--- config.mk ---
export PLATFORM = sky130hd
export DESIGN_NAME = mac_dual_fetch
export DESIGN_NICKNAME = d
export VERILOG_FILES = /design/src/rtl/mac_pkg.sv /design/src/rtl/addr_gen.sv /design/src/rtl/mac_unit.sv /design/src/rtl/loop_seq.sv /design/src/rtl/mac_dual_fetch.sv
export SDC_FILE = /design/constraint.sdc
export NUM_CORES = 2
export LEC_CHECK = 0
export ABC_CLOCK_PERIOD_IN_PS = 9800
export BUFFER_PORTS_ARGS = -buffer_cell sky130_fd_sc_hd__buf_2
export CORE_UTILIZATION = 41
export CTS_BUF_LIST = sky130_fd_sc_hd__clkbuf_8
export CTS_CLUSTER_DIAMETER = 100
export DETAILED_ROUTE_END_ITERATION = 7
export SETUP_SLACK_MARGIN = 0.05
export SYNTH_ARGS = -nofsm -noshare
export SYNTH_HDL_FRONTEND = slang
export SYNTH_HIERARCHICAL = 1
export SYNTH_SLANG_ARGS = --single-unit
--- constraint.sdc ---
create_clock -name clk_i -period 9.8 [get_ports clk_i]
set_input_delay 0.98 -clock clk_i [delete_from_list [all_inputs] [get_ports clk_i]]
set_output_delay 0.98 -clock clk_i [all_outputs]
set_load 0.03 [all_outputs]
--- src/rtl/mac_pkg.sv ---
package mac_pkg;
  typedef enum logic [1:0] {
    SEQ_IDLE  = 2'd0,
    SEQ_PRIME = 2'd1,
    SEQ_RUN   = 2'd2
  } seq_state_e;

  typedef enum logic [1:0] {
    CFG_INDEX    = 2'd0,
    CFG_MODIFY   = 2'd1,
    CFG_FEEDBACK = 2'd2
  } cfg_kind_e;
endpackage

--- src/rtl/addr_gen.sv ---
module addr_gen #(
  parameter int AW   = 14,
  parameter int NREG = 4,
  localparam int SW  = $clog2(NREG)
) (
  input  logic          clk_i,
  input  logic          rst_ni,
  input  logic          wr_en_i,
  input  logic          wr_mod_i,
  input  logic [SW-1:0] wr_sel_i,
  input  logic [AW-1:0] wr_data_i,
  input  logic [SW-1:0] isel_i,
  input  logic [SW-1:0] msel_i,
  input  logic          step_i,
  output logic [AW-1:0] addr_o,
  output logic [AW-1:0] mod_o
);
  logic [AW-1:0] idx_q [NREG];
  logic [AW-1:0] mod_q [NREG];

  assign addr_o = idx_q[isel_i];
  assign mod_o  = mod_q[msel_i];

  for (genvar g = 0; g < NREG; g++) begin : g_reg
    always_ff @(posedge clk_i or negedge rst_ni) begin
      if (!rst_ni) begin
        idx_q[g] <= '0;
      end else if (step_i && isel_i == SW'(g)) begin
        idx_q[g] <= idx_q[g] + mod_q[msel_i];  // post-modify, wraps mod 2^AW
      end else if (wr_en_i && !wr_mod_i && wr_sel_i == SW'(g)) begin
        idx_q[g] <= wr_data_i;
      end
    end

    always_ff @(posedge clk_i or negedge rst_ni) begin
      if (!rst_ni) begin
        mod_q[g] <= '0;
      end else if (wr_en_i && wr_mod_i && wr_sel_i == SW'(g)) begin
        mod_q[g] <= wr_data_i;
      end
    end
  end
endmodule

--- src/rtl/mac_unit.sv ---
module mac_unit #(
  parameter int DW    = 16,
  parameter int ACC_W = 40,
  localparam int PW   = 2 * DW
) (
  input  logic             clk_i,
  input  logic             rst_ni,
  input  logic             clear_i,
  input  logic             en_i,
  input  logic [DW-1:0]    x_i,
  input  logic [DW-1:0]    y_i,
  output logic [ACC_W-1:0] acc_o
);
  logic signed [PW-1:0] prod;
  logic [ACC_W-1:0]     prod_ext;
  logic [ACC_W-1:0]     acc_q;

  assign prod     = $signed(x_i) * $signed(y_i);
  assign prod_ext = {{(ACC_W - PW){prod[PW-1]}}, prod};

  always_ff @(posedge clk_i or negedge rst_ni) begin
    if (!rst_ni)      acc_q <= '0;
    else if (clear_i) acc_q <= '0;
    else if (en_i)    acc_q <= acc_q + prod_ext;
  end

  assign acc_o = acc_q;
endmodule

--- src/rtl/loop_seq.sv ---
module loop_seq
  import mac_pkg::*;
#(
  parameter int CNT_W = 16
) (
  input  logic             clk_i,
  input  logic             rst_ni,
  input  logic             start_i,
  input  logic [CNT_W-1:0] count_i,
  output logic             accept_o,
  output logic             fetch_o,
  output logic             mac_o,
  output logic             busy_o,
  output logic             done_o
);
  seq_state_e       state_q;
  logic [CNT_W-1:0] rem_q;
  logic             done_q;

  assign accept_o = start_i && state_q == SEQ_IDLE;
  assign fetch_o  = state_q != SEQ_IDLE;
  assign mac_o    = state_q == SEQ_RUN;
  assign busy_o   = state_q != SEQ_IDLE;
  assign done_o   = done_q;

  always_ff @(posedge clk_i or negedge rst_ni) begin
    if (!rst_ni) begin
      state_q <= SEQ_IDLE;
      rem_q   <= '0;
      done_q  <= 1'b0;
    end else begin
      done_q <= 1'b0;
      unique case (state_q)
        SEQ_IDLE: if (start_i) begin
          state_q <= SEQ_PRIME;
          rem_q   <= count_i;
        end
        SEQ_PRIME: begin
          if (rem_q == '0) begin
            state_q <= SEQ_IDLE;
            done_q  <= 1'b1;
          end else begin
            state_q <= SEQ_RUN;
          end
        end
        SEQ_RUN: begin
          rem_q <= rem_q - 1'b1;
          if (rem_q == CNT_W'(1)) begin
            state_q <= SEQ_IDLE;
            done_q  <= 1'b1;
          end
        end
        default: state_q <= SEQ_IDLE;
      endcase
    end
  end
endmodule

--- src/rtl/mac_dual_fetch.sv ---
module mac_dual_fetch
  import mac_pkg::*;
#(
  parameter int DW    = 16,
  parameter int ACC_W = 40,
  parameter int AW    = 14,
  parameter int NREG  = 4,
  parameter int CNT_W = 16,
  localparam int SW   = $clog2(NREG)
) (
  input  logic             clk_i,
  input  logic             rst_ni,
  input  logic             cfg_we_i,
  input  logic             cfg_gen_i,
  input  logic [1:0]       cfg_kind_i,
  input  logic [SW-1:0]    cfg_sel_i,
  input  logic [DW-1:0]    cfg_data_i,
  input  logic [SW-1:0]    dm_isel_i,
  input  logic [SW-1:0]    dm_msel_i,
  input  logic [SW-1:0]    pm_isel_i,
  input  logic [SW-1:0]    pm_msel_i,
  input  logic             start_i,
  input  logic [CNT_W-1:0] count_i,
  input  logic             fetch_only_i,
  input  logic             clear_i,
  output logic [AW-1:0]    dm_addr_o,
  output logic             dm_re_o,
  input  logic [DW-1:0]    dm_rdata_i,
  output logic [AW-1:0]    pm_addr_o,
  output logic             pm_re_o,
  input  logic [DW-1:0]    pm_rdata_i,
  output logic [ACC_W-1:0] acc_o,
  output logic [DW-1:0]    fb_o,
  output logic             busy_o,
  output logic             done_o
);
  localparam int NGEN = 2;

  logic          accept, fetch, mac, busy;
  logic          cfg_ok;
  logic [SW-1:0] isel_q [NGEN];
  logic [SW-1:0] msel_q [NGEN];
  logic [AW-1:0] addr_w [NGEN];
  logic [AW-1:0] mod_w  [NGEN];
  logic [SW-1:0] isel_in [NGEN];
  logic [SW-1:0] msel_in [NGEN];
  logic          fo_q;
  logic [DW-1:0] x_q, y_q, fb_q;
  logic [AW-1:0] dm_mod_w;

  assign cfg_ok     = cfg_we_i && !busy;
  assign isel_in[0] = dm_isel_i;
  assign msel_in[0] = dm_msel_i;
  assign isel_in[1] = pm_isel_i;
  assign msel_in[1] = pm_msel_i;

  loop_seq #(.CNT_W(CNT_W)) u_seq (
    .clk_i    (clk_i),
    .rst_ni   (rst_ni),
    .start_i  (start_i),
    .count_i  (count_i),
    .accept_o (accept),
    .fetch_o  (fetch),
    .mac_o    (mac),
    .busy_o   (busy),
    .done_o   (done_o)
  );

  for (genvar g = 0; g < NGEN; g++) begin : g_gen
    logic gen_wr;
    assign gen_wr = cfg_ok && (cfg_gen_i == 1'(g)) &&
                    (cfg_kind_e'(cfg_kind_i) == CFG_INDEX ||
                     cfg_kind_e'(cfg_kind_i) == CFG_MODIFY);

    always_ff @(posedge clk_i or negedge rst_ni) begin
      if (!rst_ni) begin
        isel_q[g] <= '0;
        msel_q[g] <= '0;
      end else if (accept) begin
        isel_q[g] <= isel_in[g];
        msel_q[g] <= msel_in[g];
      end
    end

    addr_gen #(.AW(AW), .NREG(NREG)) u_ag (
      .clk_i     (clk_i),
      .rst_ni    (rst_ni),
      .wr_en_i   (gen_wr),
      .wr_mod_i  (cfg_kind_e'(cfg_kind_i) == CFG_MODIFY),
      .wr_sel_i  (cfg_sel_i),
      .wr_data_i (cfg_data_i[AW-1:0]),
      .isel_i    (isel_q[g]),
      .msel_i    (msel_q[g]),
      .step_i    (fetch),
      .addr_o    (addr_w[g]),
      .mod_o     (mod_w[g])
    );
  end

  // operands: X only from data memory, Y only from program memory
  always_ff @(posedge clk_i or negedge rst_ni) begin
    if (!rst_ni) begin
      x_q  <= '0;
      y_q  <= '0;
      fo_q <= 1'b0;
      fb_q <= '0;
    end else begin
      if (fetch) begin
        x_q <= dm_rdata_i;
        y_q <= pm_rdata_i;
      end
      if (accept) fo_q <= fetch_only_i;
      if (cfg_ok && cfg_kind_e'(cfg_kind_i) == CFG_FEEDBACK) fb_q <= cfg_data_i;
    end
  end

  mac_unit #(.DW(DW), .ACC_W(ACC_W)) u_mac (
    .clk_i   (clk_i),
    .rst_ni  (rst_ni),
    .clear_i (clear_i),
    .en_i    (mac && !fo_q),
    .x_i     (x_q),
    .y_i     (y_q),
    .acc_o   (acc_o)
  );

  assign dm_mod_w  = mod_w[0];
  assign dm_addr_o = addr_w[0];
  assign pm_addr_o = addr_w[1];
  assign dm_re_o   = fetch;
  assign pm_re_o   = fetch;
  assign fb_o      = fb_q;
  assign busy_o    = busy;
endmodule

-- After elaboration in Yosys (flattened, before gate mapping)
Index checks and enable logic that the tools add are counted.
- bits of input ports: 83
- logic and storage cells: 162
- bits in registers: 340
- output and inout port bits: 88
- mux-type cells: 39
- $add $sub $neg: 10
- bitwise gates (word level): 5
- $lt $le $gt $ge: 4
- $mul: 1
- eq/ne operators: 16
- reduce and logical (&&, ||, !) cells: 59
- operators by type and width (kind ; count):
    two-way mux 14 bit ; 24
    adder 14 bit ; 8
    binary-select mux 14 bit (select 2 bit) ; 4
    two-way mux 40 bit ; 2
    adder 40 bit ; 1
    logical AND 1 bit ; 36
    multiplier 16 x 16 -> 32 bit ; 1
    case mux 16 bit (2 select lines) ; 1
    nonzero test 2 bit ; 11
    == test 16 x 1 -> 1 bit (second input constant) ; 1
    == test 2 bit (second input constant) ; 8
    zero test 16 bit ; 1
    two-way mux 16 bit ; 1
    subtractor 16 x 1 -> 16 bit (second input constant) ; 1
    greater-or-equal comparator 3 bit (second input constant) ; 4
    NOT 2 -> 3 bit ; 4
    == test 2 x 1 -> 1 bit (second input constant) ; 5
    zero test 2 bit ; 5
    two-way mux 2 bit ; 3
    case mux 2 bit (3 select lines) ; 1
    AND reduction 2 bit ; 2
    zero test 1 bit ; 3
    two-way mux 1 bit ; 2
    inequality test 2 x 1 -> 1 bit (second input constant) ; 1
    other kinds (4) ; 4

-- Depth between registers and ports, before layout
- depth in word-level cells: 9
- mapped depth: 35
- depth with buffers taken out: 34

-- By module
Netlist, hierarchy kept.
- modules (own cells, without submodules) (module ; area an instance (sq um) ; cells an instance ; instances ; seq. area each (sq um)):
    addr_gen ; 7608.5 ; 702 ; 2 ; 2802.7
    mac_unit ; 13337.8 ; 1494 ; 1 ; 1001.0
    mac_dual_fetch ; 2214.6 ; 127 ; 1 ; 1426.4
    loop_seq ; 1427.6 ; 166 ; 1 ; 475.5

-- Least setup slack after synthesis
No wires, ideal clock.
- path type: register -> register
- start: register x_q[15]
- end: register u_mac.acc_q[39] (netlist: u_mac/acc_o[39])
- clock period less this slack: 7.852 ns
- cell stages (with the launch flop): 31
- buffers on the path: 1
- setup time: 0.125 ns
- data arrival time: 7.727 ns
- path slack: 1.948 ns
- data required time: 9.675 ns
- cells stage by stage: dfrtp_1 clkbuf_1 nand2_1 inv_1 fa_1 fa_1 fa_1 fa_1 fa_1 inv_1 fa_1 inv_1 ha_1 a21oi_1 o21ai_1 o21ai_0 a31oi_1 o41a_1 a21bo_1 a21oi_2 xnor2_1 ha_1 a21o_1 a21oi_1 nor2b_1 nor2b_1 o21ai_1 a31oi_1 xor3_1 nand2_1 mux2_4
- word-level cells in the longest chain between the ends: 4
- ends and longest elaborated chain (item ; line ; RTL):
    from (decl) ; mac_dual_fetch.sv:48 ; logic [DW-1:0] x_q, y_q, fb_q;
    from (signal assigned) ; mac_dual_fetch.sv:109 ; x_q <= dm_rdata_i;
    multiplier 16 x 16 -> 32 bit ; mac_unit.sv:18 ; assign prod = $signed(x_i) * $signed(y_i);
    adder 40 bit ; mac_unit.sv:24 ; else if (en_i) acc_q <= acc_q + prod_ext;
    two-way mux 40 bit ; mac_unit.sv:24 ;
    two-way mux 40 bit ; mac_unit.sv:23 ; else if (clear_i) acc_q <= '0;
    to (signal assigned) ; mac_unit.sv:24 ;
    to (decl) ; mac_unit.sv:16 ; logic [ACC_W-1:0] acc_q;
Every way passes these cells. The select of a mux whose other input is x is not followed.
A chain may end at the register's enable or synchronous reset.

-- Final worst setup path
- start: register y_q[2]
- end: register u_mac.acc_q[39] (netlist: u_mac/acc_o[39])
- word-level cells in the longest chain between the ends: 4
- ends and longest elaborated chain (item ; line ; RTL):
    from (decl) ; mac_dual_fetch.sv:48 ;
    from (signal assigned) ; mac_dual_fetch.sv:110 ; y_q <= pm_rdata_i;
    multiplier 16 x 16 -> 32 bit ; mac_unit.sv:18 ;
    adder 40 bit ; mac_unit.sv:24 ;
    two-way mux 40 bit ; mac_unit.sv:24 ;
    two-way mux 40 bit ; mac_unit.sv:23 ;
Every way passes these cells. The select of a mux whose other input is x is not followed.

==> metrics.md <==
| Metric | Value |
|---|---|
| Die ar. | roughly 80000 um^2 |
| Die Wd | about 280 um |
| Initial Utilization | 0.415 |
| RSZ-0062 raised after global routing | false |
| Synth-to-Final Area Change | 10.1% |
| Crit-path max cell delay | 900 ps |
| Fin Setup TNS | 0 ps |
| Final setup fails | 0 |
| Drt wl/cell | roughly 19 um |
| Routed WL | 83.6 mm |
| Pins Over Slew Limit | 0 |
| Fin nets | 3911 |
| TritonCTS Sinks | 340 |
| Final period util | 0.878 |
| Final WS setup | 1190 ps |
| Core ar. | 77600 um^2 |
| Final Core Density | 0.457 |
| Crit path required time | 10330 ps |
| Register area | 8510 um^2 |
| Final Critical Period | 8610 ps |
| Iteration count of the initial detailed-routing pass | 5 |
| Maximum fanout along the worst path | 17 |
| Filler Cells Inserted | 7438 |
| Num CTS Buffers | 67 |
| Residual DRC count | 0 |
| Mapped Cells | 3191 |
| Initial antenna violation count | 2 |
| Vias in the first global route | roughly 24000 |
| Largest net degree at the start of global routing | 135 |
| Hold_ws | 221 ps |
| Syn Area/Cell | 10.1 um^2 |
| Slew margin rel. | 0.234 |
| Critical path type | register to register |
| Root buffer cell | clkbuf_8 |
| Hold WC Path Type | input pin to asynchronous set/reset pin |
| Status | finished clean |
| Syn Nets | 3777 |
| Post_cts resized | 0 |
| EDFF count, synth | 0 |
| GRT Total Usage | 0.215 |
| Cell taking the most area after synthesis | dfrtp_1 |
| CTS tree | done |
| Initial DRC count | around 1200 |
| Most used cell, CP | fa_1 |
| First-pass GRT wire length | 134 mm |
| Clk_lat worst skew | 670 ps |
| CP endpoint kind | register |
| Post-synthesis sequential area ratio | 0.264 |
| Top cells by area, synth | dfrtp_1 26%, fa_1 17%, ha_1 9.0% |
| Routed vias | 23600 |
| Worst-margin pin slew | 1150 ps |
| DPL Wire Length | 62.5 mm |
| Area occupied by multi-input gates | about 22000 um^2 |
| Worst-path clk slew | 60 ps |
| FF+latch count, synth | 340 |
| Slowest-stage cell, CP | fa_1 |
| Synth warnings | 6 |
| Mapped Area | ~32000 um^2 |
| Total grt overflow | 0 |
| Port bufs | 170 |
| Global placer's final weighted congestion | 0.863 |
| CP Launch Type | register |
| Top cell type's share of synthesized area | 0.264 |
| Layout cells sized above 1 | 0.171 |
| Max Root-Sink Buffers | 3 |
| DRT antenna net count | 0 |
| Endpoints failing hold | 0 |
| # hold bufs at CTS | 0 |
| Async set-reset flop share out of synthesis | 1.00 |
| # Post-CTS Setup Buffers | 0 |
| DR vias/cell | 5.35 |
| IO Pins | approximately 170 |
| Most common flop cell mapped by yosys | dfrtp_1 |
| Worst slack, placed | between 1000 and 1500 ps |
| Worst EP arrival | 9130 ps |
| Max-cap violations | 0 |
| Post-synthesis cell type count | a little over 90 |
| CTS HTree Levels | 3 |
| Max Fclk | 116 MHz |
| Fin Clk Skew | just over 40 ps |
| Die extent in y | 282 um |
| Row count | 102 |
==> path summary, 6_finish.rpt <==
check | endpoint | from | depth (start not counted) | slack, ps
max | u_mac/acc_o[39]$_DFFE_PN0P_ | y_q[2]$_DFFE_PN0P_ | 29 | 1190
min | u_mac/acc_o[9]$_DFFE_PN0P_ | rst_ni | 1 | 220
max reg2reg | u_mac/acc_o[39]$_DFFE_PN0P_ | y_q[2]$_DFFE_PN0P_ | 29 | 1190
min reg2reg | g_gen[0].u_ag/mod_q[23]$_DFFE_PN0P_ | g_gen[0].u_ag/mod_q[23]$_DFFE_PN0P_ | 1 | 500
max in group asynchronous | g_gen[0].u_ag/mod_q[37]$_DFFE_PN0P_ | rst_ni | 3 | 7630
min in group clk_i | g_gen[0].u_ag/mod_q[23]$_DFFE_PN0P_ | g_gen[0].u_ag/mod_q[23]$_DFFE_PN0P_ | 1 | 500
==> per-stage QoR <==
stage          cell area, um^2  cells
4_1_cts                  35500   4417
3_3_place_gp             34000   4296
6_report                 35500   4419
5_1_grt                  35500   4419
2_1_floorplan            32200   3191
3_5_place_dp             34000   4296
==> synthesized netlist by cell type, types with 23 or more instances <==
library cell and count:
clkbuf_1 84, o21ai_1 41, nand2_1 294, inv_1 337
dfrtp_1 340, mux4_2 56, nand3_1 36, ha_1 232
xnor2_1 99, a211oi_1 33, xor2_1 46, mux2_2 165
a21o_1 71, nor3_1 23, nor2b_1 34, and2_1 129
fa_1 271, nand2b_1 25, mux2i_1 122, o21ai_0 141
a21oi_1 159, o21bai_1 23, nor2_1 145, buf_2 25
==> placed cells by master (no fill, tap or decap), types with 22 or more instances in the layout <==
master    count
nor2b_1      33
nand3_1      36
buf_2       169
buf_4        22
dfrtp_1     340
mux2_2      165
a21oi_1     159
o21ai_0     141
o21ai_1      41
a211oi_1     33
xor2_1       46
inv_1       358
clkbuf_8     77
xnor2_1      99
a21o_1       71
and2_1      129
fa_1        271
mux2i_1     122
ha_1        232
o21bai_1     23
nor2_1      145
nand2b_1     25
mux4_2       56
nand2_1     294
==> state kept, by name, summed over array words and instances, names as in the netlist <==
register / count
u_seq/done_o: 1
y_q: 16
g_gen.u_ag/idx_q: 112
g_gen.u_ag/mod_q: 112
u_mac/acc_o: 40
u_seq/state_q: 2
msel_q: 4
fb_o: 16
fo_q: 1
x_q: 16
isel_q: 4
u_seq/rem_q: 16
==> final cells by class <==
class / instances / share of cell area
multi-input cells: 2385 / 0.617
diodes: 2 / 0.000141
clock buffers: 77 / 0.0299
clock inverters: 44 / 0.0107
flip-flops and latches: 340 / 0.240
inverters: 338 / 0.0358
well taps: 1040 / 0.0367
repair buffers: 193 / 0.0295
==> logic make-up (layout without fill, tap and decap cells) <==
family                   after synthesis  in the layout  synth area share
flip-flops                           340            340             0.264
XOR/XNOR                             146            146            0.0402
adder cells (fa/ha/maj)              503            503             0.259
AO/OA/AOI/OAI                        608            608             0.121
AND/OR/NAND/NOR                      771            771             0.118
buffers and inverters                466            652            0.0569
multiplexers                         357            357             0.141
other                                  0              2                 0
==> per-layer routing <==
layer / up-vias / GRT usage / routed length, um
li1: 11200 / - / -
met1: 11800 / 0.280 / 36500
met2: 496 / 0.369 / 41100
met3: 141 / 0.0319 / 3500
met4: 0 / 0.0675 / 2510
met5: - / 0 / 0
==> worst max-delay path: cells and delay by family, from the launching register on <==
kind	cells	cell delay [ps]
AO/OA/AOI/OAI	10	1650
AND/OR/NAND/NOR	5	560
adder cells (fa/ha/maj)	8	4220
XOR/XNOR	2	820
flip-flops	1	740
multiplexers	1	300
buffers and inverters	3	210
Power is left out: the tool's default activity adds up to more than one toggle a clock period on the data nets, which glitch-free logic cannot reach.
